## config.mk

```make
export PLATFORM = sky130hd
export DESIGN_NAME = sadc_bus_ctrl
export DESIGN_NICKNAME = d
export VERILOG_FILES = /design/src/rtl/sadc_pkg.sv /design/src/rtl/sadc_timer.sv /design/src/rtl/sadc_read_plan.sv /design/src/rtl/sadc_assembler.sv /design/src/rtl/sadc_bus_ctrl.sv
export SDC_FILE = /design/constraint.sdc
export NUM_CORES = 1
export LEC_CHECK = 0
export BUFFER_PORTS_ARGS = -buffer_cell sky130_fd_sc_hd__buf_2
export CORE_ASPECT_RATIO = 0.8
export CORE_MARGIN = 2
export CORE_UTILIZATION = 53
export CTS_CLUSTER_DIAMETER = 120
export DETAILED_ROUTE_END_ITERATION = 12
export MAX_ROUTING_LAYER = met4
export PLACE_DENSITY = 0.78
export SYNTH_ARGS = -nofsm -noshare
export SYNTH_HDL_FRONTEND = slang
export SYNTH_SLANG_ARGS = --single-unit
```

## constraint.sdc

```tcl
create_clock -name clk_i -period 3 [get_ports clk_i]
set_clock_uncertainty 0.15 [all_clocks]
set_input_delay 0.6 -clock clk_i [delete_from_list [all_inputs] [get_ports clk_i]]
set_output_delay 0.6 -clock clk_i [all_outputs]
set_load 0.005 [all_outputs]
```

## src/rtl/sadc_pkg.sv

```systemverilog
package sadc_pkg;
  localparam int NPAIRS = 3;
  localparam int NCH    = 2 * NPAIRS;

  typedef enum logic [3:0] {
    S_IDLE, S_WSU, S_WLO, S_WHD, S_CONV, S_BHI, S_BLO, S_RLO, S_RHI, S_DONE
  } state_t;

  typedef struct packed {
    logic [NPAIRS-1:0] pair_en;
    logic [NPAIRS-1:0] rng;
    logic              ref_en;
    logic              buf_byp;
    logic              byte_mode;
  } cfg_t;

  // upper pair enable lands on the top bit; layout decoded by the converter
  function automatic logic [7:0] cfg_word(cfg_t c);
    return {c.pair_en[2], c.pair_en[1], c.pair_en[0],
            c.rng[2], c.rng[1], c.rng[0], c.ref_en, c.buf_byp};
  endfunction
endpackage

```

## src/rtl/sadc_timer.sv

```systemverilog
module sadc_timer #(
  parameter int W = 4
) (
  input  logic         clk_i,
  input  logic         rst_ni,
  input  logic         load_i,
  input  logic [W-1:0] val_i,
  output logic         zero_o
);
  logic [W-1:0] cnt_q;

  always_ff @(posedge clk_i or negedge rst_ni) begin
    if (!rst_ni)          cnt_q <= '0;
    else if (load_i)      cnt_q <= val_i;
    else if (cnt_q != '0) cnt_q <= cnt_q - 1'b1;
  end

  assign zero_o = (cnt_q == '0);
endmodule

```

## src/rtl/sadc_read_plan.sv

```systemverilog
module sadc_read_plan #(
  parameter int NP  = 3,
  parameter int RIW = 4,
  parameter int CHW = 3
) (
  input  logic [NP-1:0]  en_i,
  input  logic           byte_i,
  input  logic [RIW-1:0] idx_i,
  output logic [RIW-1:0] n_reads_o,
  output logic [CHW-1:0] chan_o,
  output logic           hi_o,
  output logic           emit_o
);
  logic [RIW-1:0] n_p, ord, seen;
  logic [1:0]     sub;
  logic [CHW-1:0] sel;

  always_comb begin
    n_p = '0;
    for (int p = 0; p < NP; p++) n_p = n_p + RIW'(en_i[p]);
    n_reads_o = byte_i ? (n_p << 2) : (n_p << 1);

    ord = byte_i ? (idx_i >> 2) : (idx_i >> 1);
    sub = byte_i ? idx_i[1:0] : {1'b0, idx_i[0]};

    // ord-th enabled pair, lowest first
    sel  = '0;
    seen = '0;
    for (int p = 0; p < NP; p++) begin
      if (en_i[p]) begin
        if (seen == ord) sel = CHW'(p);
        seen = seen + 1'b1;
      end
    end

    chan_o = (sel << 1) | CHW'(byte_i ? sub[1] : sub[0]);
    hi_o   = byte_i & ~sub[0];
    emit_o = ~byte_i | sub[0];
  end
endmodule

```

## src/rtl/sadc_assembler.sv

```systemverilog
module sadc_assembler #(
  parameter int DW  = 16,
  parameter int CHW = 3,
  parameter int NCH = 6
) (
  input  logic           clk_i,
  input  logic           rst_ni,
  input  logic           clr_i,
  input  logic           cap_i,
  input  logic           byte_i,
  input  logic           hi_i,
  input  logic           emit_i,
  input  logic [CHW-1:0] chan_i,
  input  logic [DW-1:0]  d_i,
  output logic           res_valid_o,
  output logic [DW-1:0]  res_data_o,
  output logic [CHW-1:0] res_chan_o
);
  localparam int HW = DW / 2;

  logic [HW-1:0]  hi_q;
  logic [CHW-1:0] last_q;
  logic           seen_q;

  always_ff @(posedge clk_i or negedge rst_ni) begin
    if (!rst_ni) begin
      res_valid_o <= 1'b0;
      res_data_o  <= '0;
      res_chan_o  <= '0;
      hi_q        <= '0;
    end else begin
      res_valid_o <= 1'b0;
      if (cap_i) begin
        if (byte_i && hi_i) hi_q <= d_i[DW-1 -: HW];
        if (emit_i) begin
          res_valid_o <= 1'b1;
          res_chan_o  <= chan_i;
          res_data_o  <= byte_i ? {hi_q, d_i[DW-1 -: HW]} : d_i;
        end
      end
    end
  end

  always_ff @(posedge clk_i or negedge rst_ni) begin
    if (!rst_ni) begin
      last_q <= '0;
      seen_q <= 1'b0;
    end else if (clr_i) begin
      seen_q <= 1'b0;
    end else if (res_valid_o) begin
      last_q <= res_chan_o;
      seen_q <= 1'b1;
    end
  end

  p_ascend_r6: assert property (@(posedge clk_i) disable iff (!rst_ni)
    (res_valid_o && seen_q) |-> (res_chan_o > last_q));

  p_chan_range_r6: assert property (@(posedge clk_i) disable iff (!rst_ni)
    res_valid_o |-> (res_chan_o < CHW'(NCH)));
endmodule

```

## src/rtl/sadc_bus_ctrl.sv

```systemverilog
module sadc_bus_ctrl
  import sadc_pkg::*;
#(
  parameter int T_SU    = 2,
  parameter int T_WL    = 3,
  parameter int T_HD    = 2,
  parameter int T_CONV  = 2,
  parameter int T_RD    = 3,
  parameter int T_GAP   = 2,
  parameter int TIMEOUT = 64
) (
  input  logic        clk_i,
  input  logic        rst_ni,
  input  logic        cmd_valid_i,
  output logic        cmd_ready_o,
  input  logic [2:0]  pair_en_i,
  input  logic [2:0]  range_i,
  input  logic        ref_en_i,
  input  logic        buf_bypass_i,
  input  logic        byte_mode_i,
  output logic        cs_no,
  output logic        wr_no,
  output logic        rd_no,
  output logic [15:0] db_o,
  output logic        db_oe_o,
  input  logic [15:0] db_i,
  output logic        conv_a_o,
  output logic        conv_b_o,
  output logic        conv_c_o,
  input  logic        busy_i,
  output logic        res_valid_o,
  output logic [15:0] res_data_o,
  output logic [2:0]  res_chan_o,
  output logic        done_o,
  output logic        timeout_o
);
  function automatic int imax(int a, int b);
    return (a > b) ? a : b;
  endfunction

  localparam int DW   = 16;
  localparam int CHW  = $clog2(NCH);
  localparam int RIW  = $clog2(4 * NPAIRS + 1);
  localparam int TMAX = imax(imax(imax(T_SU, T_WL), imax(T_HD, T_CONV)), imax(T_RD, T_GAP));
  localparam int TW   = $clog2(TMAX + 1);
  localparam int TOW  = $clog2(TIMEOUT + 1);

  state_t         state_q, nxt;
  cfg_t           cfg_q;
  logic           tmr_load, tmr_zero;
  logic [TW-1:0]  tmr_val;
  logic [TOW-1:0] tout_q;
  logic           tout_hit, waiting, timeout_q;
  logic [RIW-1:0] rd_idx_q, n_reads;
  logic [CHW-1:0] pl_chan;
  logic           pl_hi, pl_emit;
  logic           accept, cap;

  assign accept   = (state_q == S_IDLE) && cmd_valid_i;
  assign cap      = (state_q == S_RLO) && tmr_zero;
  assign waiting  = (state_q == S_BHI) || (state_q == S_BLO);
  assign tout_hit = (tout_q == TOW'(TIMEOUT - 1));

  sadc_timer #(.W(TW)) u_tmr (
    .clk_i  (clk_i),
    .rst_ni (rst_ni),
    .load_i (tmr_load),
    .val_i  (tmr_val),
    .zero_o (tmr_zero)
  );

  sadc_read_plan #(.NP(NPAIRS), .RIW(RIW), .CHW(CHW)) u_plan (
    .en_i      (cfg_q.pair_en),
    .byte_i    (cfg_q.byte_mode),
    .idx_i     (rd_idx_q),
    .n_reads_o (n_reads),
    .chan_o    (pl_chan),
    .hi_o      (pl_hi),
    .emit_o    (pl_emit)
  );

  sadc_assembler #(.DW(DW), .CHW(CHW), .NCH(NCH)) u_asm (
    .clk_i       (clk_i),
    .rst_ni      (rst_ni),
    .clr_i       (accept),
    .cap_i       (cap),
    .byte_i      (cfg_q.byte_mode),
    .hi_i        (pl_hi),
    .emit_i      (pl_emit),
    .chan_i      (pl_chan),
    .d_i         (db_i),
    .res_valid_o (res_valid_o),
    .res_data_o  (res_data_o),
    .res_chan_o  (res_chan_o)
  );

  always_comb begin
    nxt      = state_q;
    tmr_load = 1'b0;
    tmr_val  = '0;
    unique case (state_q)
      S_IDLE: if (cmd_valid_i) begin
        if (pair_en_i == '0) nxt = S_DONE;
        else begin
          nxt = S_WSU; tmr_load = 1'b1; tmr_val = TW'(T_SU - 1);
        end
      end
      S_WSU: if (tmr_zero) begin
        nxt = S_WLO; tmr_load = 1'b1; tmr_val = TW'(T_WL - 1);
      end
      S_WLO: if (tmr_zero) begin
        nxt = S_WHD; tmr_load = 1'b1; tmr_val = TW'(T_HD - 1);
      end
      S_WHD: if (tmr_zero) begin
        nxt = S_CONV; tmr_load = 1'b1; tmr_val = TW'(T_CONV - 1);
      end
      S_CONV: if (tmr_zero) nxt = S_BHI;
      S_BHI: begin
        if (busy_i)        nxt = S_BLO;
        else if (tout_hit) nxt = S_DONE;
      end
      S_BLO: begin
        if (!busy_i) begin
          nxt = S_RLO; tmr_load = 1'b1; tmr_val = TW'(T_RD - 1);
        end else if (tout_hit) nxt = S_DONE;
      end
      S_RLO: if (tmr_zero) begin
        nxt = S_RHI; tmr_load = 1'b1; tmr_val = TW'(T_GAP - 1);
      end
      S_RHI: if (tmr_zero) begin
        if (rd_idx_q == n_reads) nxt = S_DONE;
        else begin
          nxt = S_RLO; tmr_load = 1'b1; tmr_val = TW'(T_RD - 1);
        end
      end
      S_DONE:  nxt = S_IDLE;
      default: nxt = S_IDLE;
    endcase
  end

  always_ff @(posedge clk_i or negedge rst_ni) begin
    if (!rst_ni) begin
      state_q   <= S_IDLE;
      cfg_q     <= '0;
      rd_idx_q  <= '0;
      tout_q    <= '0;
      timeout_q <= 1'b0;
    end else begin
      state_q <= nxt;
      if (accept) begin
        cfg_q     <= '{pair_en: pair_en_i, rng: range_i, ref_en: ref_en_i,
                       buf_byp: buf_bypass_i, byte_mode: byte_mode_i};
        rd_idx_q  <= '0;
        timeout_q <= 1'b0;
      end else if (cap) begin
        rd_idx_q <= rd_idx_q + 1'b1;
      end
      tout_q <= waiting ? tout_q + 1'b1 : '0;
      if (waiting && tout_hit && nxt == S_DONE) timeout_q <= 1'b1;
    end
  end

  assign cmd_ready_o = (state_q == S_IDLE);
  assign db_oe_o     = (state_q == S_WSU) || (state_q == S_WLO) || (state_q == S_WHD);
  assign cs_no       = !(db_oe_o || (state_q == S_RLO));
  assign wr_no       = !(state_q == S_WLO);
  assign rd_no       = !(state_q == S_RLO);
  assign db_o        = {cfg_word(cfg_q), 8'h00};
  assign conv_a_o    = (state_q == S_CONV);
  assign conv_b_o    = 1'b0;
  assign conv_c_o    = 1'b0;
  assign done_o      = (state_q == S_DONE);
  assign timeout_o   = timeout_q;

  p_wr_framed_r2: assert property (@(posedge clk_i) disable iff (!rst_ni)
    !wr_no |-> (!cs_no && rd_no && db_oe_o));

  p_data_hold_r2: assert property (@(posedge clk_i) disable iff (!rst_ni)
    $rose(wr_no) |-> ($stable(db_o) && !cs_no && db_oe_o));

  p_conv_quiet_bus_r3: assert property (@(posedge clk_i) disable iff (!rst_ni)
    conv_a_o |-> (cs_no && rd_no && wr_no));

  p_rd_after_busy_r4: assert property (@(posedge clk_i) disable iff (!rst_ni)
    $fell(rd_no) |-> !busy_i);

  p_rd_bound_r5: assert property (@(posedge clk_i) disable iff (!rst_ni)
    !rd_no |-> (rd_idx_q < n_reads));

  p_timeout_no_read_r8: assert property (@(posedge clk_i) disable iff (!rst_ni)
    timeout_o |-> rd_no);

  p_ready_quiet_r9: assert property (@(posedge clk_i) disable iff (!rst_ni)
    cmd_ready_o |-> (cs_no && rd_no && wr_no && !conv_a_o));

  p_done_pulse_r11: assert property (@(posedge clk_i) disable iff (!rst_ni)
    done_o |=> (!done_o && cmd_ready_o));
endmodule

```

# --- Word-level counts from Yosys, hierarchy flattened ---
# Index checks and enable logic that the tools add are counted.
op_classes:
  n_bitwise: 5
  muxes: 48
  n_reduce_logical: 23
  add_sub_neg: 6
  n_eq_ne: 14
op_table:
  columns: ["op", "n"]
  rows:
  - ["$mux 4", 16]
  - ["$pmux 4 s9", 1]
  - ["$mux 2", 9]
  - ["$mux 1", 17]
  - ["$eq 4x3->1 const B", 4]
  - ["$mux 16", 1]
  - ["$eq 4x4->1", 3]
  - ["$eq 4x4->1 const B", 3]
  - ["$pmux 2 s5", 1]
  - ["$add 4x1->4 const B", 2]
  - ["$eq 4x2->1 const B", 2]
  - ["$reduce_bool 2->1", 4]
  - ["$add 7x1->7 const B", 1]
  - ["$eq 7x6->1 const B", 1]
  - ["$mux 7", 1]
  - ["$logic_and 1x1->1", 5]
  - ["$eq 4x1->1 const B", 1]
  - ["$logic_not 4->1", 1]
  - ["$logic_or 1x1->1", 4]
  - ["$pmux 1 s4", 1]
  - ["$reduce_and 2->1", 2]
  - ["$reduce_or 4->1", 1]
  - ["$add 3x1->3", 1]
  - ["$logic_not 1->1", 3]
  - ["other kinds (10)", 11]
word_totals:
  inputBits: 29
  output_inout_bits: 46
  reg_bits: 55

# --- Longest topological paths before layout ---
logic_depth:
  ltp_word: 10
  ltp_mapped: 8
  depth_no_buf: 8

# --- By module ---
# A second synthesis with hierarchy kept.
unflattened:
  hier_cells: 320
  hier_area_um2: 3181.8
by_module_without_submodules:
  columns: ["mod", "area_per_inst_um2", "instances", "seq_area_each_um2", "cells_per_inst"]
  rows:
  - ["sadc_bus_ctrl", 1625.3, 1, 625.6, 183]
  - ["sadc_assembler", 1232.4, 1, 700.7, 97]
  - ["sadc_read_plan", 210.2, 1, 0.0, 28]
  - ["sadc_timer", 113.9, 1, 50.0, 12]

# --- Least setup slack after synthesis ---
# OpenSTA, ideal clock, no wires.
synth_path:
  path_kind: "register to register"
  from: "register cfg_q, in the netlist db_o[13]"
  to: "register u_tmr.cnt_q[0]"
  path_slack_ps: 853
  t_required_ps: 2730
  path_stages_with_launch: 9
  t_arrival_ps: 1876
  path_buffers: 0
  cell_sequence: "dfrtp_1 ha_1 ha_1 ha_1 mux2i_1 xnor2_1 nor4_4 o22a_2 o211a_1"
synth_via:
  elab_chain_cells: 8
synth_rtl:
  columns: ["element", "line_no", "source"]
  rows:
  - ["start, declared", "sadc_bus_ctrl.sv:49", "cfg_t cfg_q;"]
  - ["start signal, assigned", "sadc_bus_ctrl.sv:151", "cfg_q <= '{pair_en: pair_en_i, rng: range_i, ref_en: ref_en_i,"]
  - ["$add 1x1->2 *", "sadc_read_plan.sv:20", "for (int p = 0; p < NP; p++) n_p = n_p + RIW'(en_i[p]);"]
  - ["$add 3x1->3 *", "sadc_read_plan.sv:20", null]
  - ["$mux 4 *", "sadc_read_plan.sv:21", "n_reads_o = byte_i ? (n_p << 2) : (n_p << 1);"]
  - ["$eq 4x4->1 *", "sadc_bus_ctrl.sv:131", "if (rd_idx_q == n_reads) nxt = S_DONE;"]
  - ["$mux 1 *", "sadc_bus_ctrl.sv:131", null]
  - ["$mux 1 *", "sadc_bus_ctrl.sv:130", "S_RHI: if (tmr_zero) begin"]
  - ["$pmux 1 s4 *", "sadc_bus_ctrl.sv:101", "unique case (state_q)"]
  - ["$mux 2 or $reduce_bool 2->1 (tied branches)", null, null]
  - ["end signal, assigned", "sadc_timer.sv:14", "else if (load_i) cnt_q <= val_i;"]
  - ["end signal, assigned", "sadc_timer.sv:15", "else if (cnt_q != '0) cnt_q <= cnt_q - 1'b1;"]
  - ["end, declared", "sadc_timer.sv:10", "logic [W-1:0] cnt_q;"]
# Mark *: on every way between the ends. The rest lies on a longest branch, timed or not.
# A chain may end at the register's enable or synchronous reset.

# --- Worst setup path in the final report ---
layout_path:
  from: "register cfg_q, in the netlist db_o[13]"
  to: "register state_q[2]"
layout_via:
  elab_chain_cells: 7
layout_rtl:
  columns: ["element", "line_no", "source"]
  rows:
  - ["$add 1x1->2", "sadc_read_plan.sv:20", null]
  - ["$add 3x1->3", "sadc_read_plan.sv:20", null]
  - ["$mux 4", "sadc_read_plan.sv:21", null]
  - ["$eq 4x4->1", "sadc_bus_ctrl.sv:131", null]
  - ["$mux 4", "sadc_bus_ctrl.sv:131", null]
  - ["$mux 4", "sadc_bus_ctrl.sv:130", null]
  - ["$pmux 4 s9", "sadc_bus_ctrl.sv:101", null]
  - ["via nxt[2]", "sadc_bus_ctrl.sv:48", "state_t state_q, nxt;"]
  - ["end signal, assigned", "sadc_bus_ctrl.sv:149", "state_q <= nxt;"]
  - ["end, declared", "sadc_bus_ctrl.sv:48", null]
# The timed path passes the listed nets, and every way through them passes these cells.

==> qor.txt <==
OUTCOME
------------------------------------------------------------------------------
Run status                                                           completed

FLOORPLANNING
------------------------------------------------------------------------------
Initial core utilization                                                 54.5%
Die Width                                                              87.6 µm
IO Count                                                                    75
Rows                                                                        24
Die area                                                              6210 µm²
Die boundary height                                                    70.9 µm
Core area                                                             5440 µm²

CLOCKING
------------------------------------------------------------------------------
CTS tree                                                                 built
Latest clock arrival within the worst-skew pair                        0.32 ns
Root buffer cell                                                      clkbuf_8
H-tree depth reported by CTS                                                 2
Post-CTS setup-driven buffer insertion count                                 0
Cells resized by post-CTS repair                                             0
Max clock buf depth                                                          2
Hold buffers post-CTS                                                        0
Clock sink count                                                            55
CTS Buf Count                                                                5
Clock transition at path regs                                          0.10 ns

PWR
------------------------------------------------------------------------------
Combinational group share of total power                                 45.8%
Proportion of power drawn by the clock network                           12.5%
Sequential share of power                                                41.7%
Power dissipated by switching net loads                                1.34 mW
Leak                                                                   1.66 nW
Internal cell power                                                    1.95 mW
Cell Pwr Density                                                    980 nW/µm²
Net switching share of the total power                                   40.7%
IR Drop Worst-Case VDD                                                0.505 mV

TIMING
------------------------------------------------------------------------------
Transition time at the pin with the least slew margin                 0.815 ns
Pins Over Slew Limit                                                         0
Final worst path period need                                           2.38 ns
Setup repair after global routing missed its margin                         no
Maximum clock frequency                                                421 MHz
Final-layout setup total negative slack                                   0 ns
Post-route fraction of the period consumed by the critical path          79.2%
Setup slack of the critical path after layout                         0.625 ns
Hold violation total from the final report                                   0
Max-slew headroom at the worst pin                                       45.4%
Final setup violation count                                                  0

LOGIC SYNTHESIS
------------------------------------------------------------------------------
Post-synthesis mux area share                                            9.84%
Most used DFF post-synth                                               dfrtp_1
Number of synthesized flops with an enable pin                               0
Post-synth design cell area                                           2960 µm²
Xor and xnor fraction of the mapped netlist area                         4.44%
Dominant combinational cell family by area after synthesis        simple AND/OR/NAND/NOR gates
Per-instance average area after synthesis                             9.90 µm²
Post-synthesis register bit count                                           55
Fraction of registers with async set or reset after synthesis             100%
Post-synthesis cell count                                                  299
Post-synthesis compound-gate area fraction                               10.9%
Portion of the post-synthesis area used by sequential elements           46.5%
Distinct cell type count of the synthesized netlist                         48
Simple-gate area share of the yosys netlist                              18.4%
Adder-cell share of the synthesized area                                 3.21%
Syn. warnings                                                                0

ROUTING
------------------------------------------------------------------------------
Post-detailed-route wirelength per cell                                13.1 µm
Routed Wire Length                                                     5.73 mm
Total via count after detailed routing                                    2262
Detail-routed via count per cell                                          5.19
DRC                                                                          0
TritonRoute pass-1 iters                                                     5
Routed Antenna Nets                                                          0
Number of DRC markers in iteration 0                                       122

SETUP PATH
------------------------------------------------------------------------------
Critical path's largest stage delay                                    0.48 ns
CP top delay family                                                adder cells
Classification of the worst setup path                                 reg2reg
CP max-delay cell                                                      dfrtp_1
Category of the worst setup path capture point                       flip-flop
Critical path required time                                            3.02 ns
Most frequent cell on the critical path                                   ha_1
Kind of launch point of the worst setup path                         flip-flop
CP Buf/Inv Count                                                             0
Max Fanout on Critical Path                                                  7
Sequence of cells on the critical path                            ha_1 -> ha_1 -> ha_1 -> mux2i_1 -> xnor2_1 -> nor4_4 -> o22a_2 -> o221ai_1
Data arrival time of the worst path                                    2.39 ns

GLOBAL ROUTE
------------------------------------------------------------------------------
Total GRT Usage                                                          20.6%
Initial antenna violation count                                              0
Number of global-route vias before repair                                 2166
Maximum number of pins on one net before global-route repair                38
First-pass GRT wire length                                             9.74 mm
GRT Residual Overflow                                                        0

LAYOUT
------------------------------------------------------------------------------
Top library cells by usage in the layout, fill and taps aside     buf_2, nand2_1, dfrtp_1
Diodes inserted                                                              0
Share of post-route cells with drive strength above 1                    26.3%
Most common cell after layout, fill and taps aside                       buf_2
Post-layout nets                                                           393
Layout-stage area growth over the synthesis result                       13.4%

PLACEMENT
------------------------------------------------------------------------------
HPWL after DPL                                                         4.21 mm
Port bufs                                                                   64
Setup WS pre-CTS                                                      0.641 ns
Routability-driven placement congestion ratio                            0.900

WORST HOLD PATH
------------------------------------------------------------------------------
Hold Path Class                                                       in2async

JOB
------------------------------------------------------------------------------
Count of max-cap constraint violations                                       0

## through the flow
step	std cells	area [µm²]	power (mW)	utilization, %	hold WS, ns
3_3_place_gp	428	3270	2.83	60.1	0.286
6_report	436	3360	3.29	61.8	0.185
4_1_cts	436	3360	3.32	61.8	0.199
2_1_floorplan	308	3000	2.46	-	0.154
3_5_place_dp	428	3270	2.90	60.1	0.299
5_1_grt	436	3360	3.59	61.8	0.240
## area by class of cell
| class | instances | area (µm²) |
|---|---|---|
| Tap cell | 78 | 97.6 |
| Multi-Input combinational cell | 220 | 1420 |
| Fill cell | 456 | 2080 |
| Clock inverter | 3 | 22.5 |
| Sequential cell | 55 | 1380 |
| Inverter | 8 | 30.0 |
| Clock buffer | 5 | 68.8 |
| Timing Repair Buffer | 67 | 343 |
## metal layers
| layer | vias to the layer above | wire, µm | track usage (%) |
|---|---|---|---|
| li1 | 1111 | - | - |
| met1 | 1061 | 2600 | 26.1 |
| met2 | 74 | 2680 | 32.3 |
| met3 | 16 | 300 | 4.20 |
| met4 | 0 | 149 | 8.72 |
| met5 | - | 0 | - |
## state kept, by name, summed over array words and instances, names as in the netlist
| name | flops |
|---|---|
| rd_idx_q | 4 |
| u_asm.res_data_o | 16 |
| u_asm.res_valid_o | 1 |
| u_asm.res_chan_o | 3 |
| u_asm.hi_q | 8 |
| timeout_o | 1 |
| tout_q | 7 |
| cfg_q | 1 |
| state_q | 4 |
| u_tmr.cnt_q | 2 |
| db_o | 8 |
## power by group through the flow
stage,clock network (mW),registers [mW],logic [mW]
5_1_grt,0.463,1.43,1.70
6_report,0.413,1.37,1.51
4_1_cts,0.430,1.37,1.52
3_3_place_gp,0,1.37,1.45
3_5_place_dp,0,1.39,1.51
2_1_floorplan,0,1.26,1.19
## final timing paths
path / from / to / slack, ns / cells past startpoint
worst max-delay path: db_o[13]$_DFFE_PN0P_ / state_q[2]$_DFF_PN0_ / 0.62 / 8
worst min-delay path: rst_ni / u_tmr.cnt_q[0]$_DFFE_PN0P_ / 0.19 / 1
worst max register to register: db_o[13]$_DFFE_PN0P_ / state_q[2]$_DFF_PN0_ / 0.62 / 8
worst min register to register: tout_q[0]$_DFF_PN0_ / tout_q[0]$_DFF_PN0_ / 0.31 / 1
max in group asynchronous: rst_ni / u_asm.hi_q[1]$_DFFE_PN0P_ / 1.75 / 2
min in group clk_i: tout_q[0]$_DFF_PN0_ / tout_q[0]$_DFF_PN0_ / 0.31 / 1
## cell usage after synthesis (2+ instances only)
| library cell | n | area [µm²] |
|---|---|---|
| o22ai_1 | 4 | 25.0 |
| buf_2 | 11 | 55.1 |
| nor4_4 | 2 | 42.5 |
| o221ai_1 | 2 | 17.5 |
| nand2b_1 | 4 | 25.0 |
| o21ai_1 | 6 | 30.0 |
| ha_1 | 6 | 75.1 |
| nor2_1 | 16 | 60.1 |
| nand2_1 | 57 | 214 |
| xor2_1 | 7 | 61.3 |
| dfrtp_1 | 55 | 1380 |
| o21ai_0 | 18 | 90.1 |
| xnor2_1 | 8 | 70.1 |
| inv_1 | 8 | 30.0 |
| buf_6 | 3 | 33.8 |
| nor3_1 | 3 | 15.0 |
| nor2b_1 | 5 | 31.3 |
| o211ai_1 | 3 | 22.5 |
| or3_1 | 3 | 18.8 |
| a21oi_1 | 10 | 50.1 |
| mux2_2 | 9 | 101 |
| mux2i_1 | 19 | 190 |
| buf_4 | 10 | 75.1 |
| nand3_1 | 6 | 30.0 |
## kinds of logic (layout without fill, tap and decap cells)
group                    count (synthesis)  in the layout
XOR/XNOR                                15             15
other                                    1             10
multiplexers                            28             28
buffers and inverters                   33             83
adder cells (fa/ha/maj)                  7              7
AO/OA/AOI/OAI                           52             52
flip-flops                              55             55
AND/OR/NAND/NOR                        108            108
(Power assumes the default switching activity.)
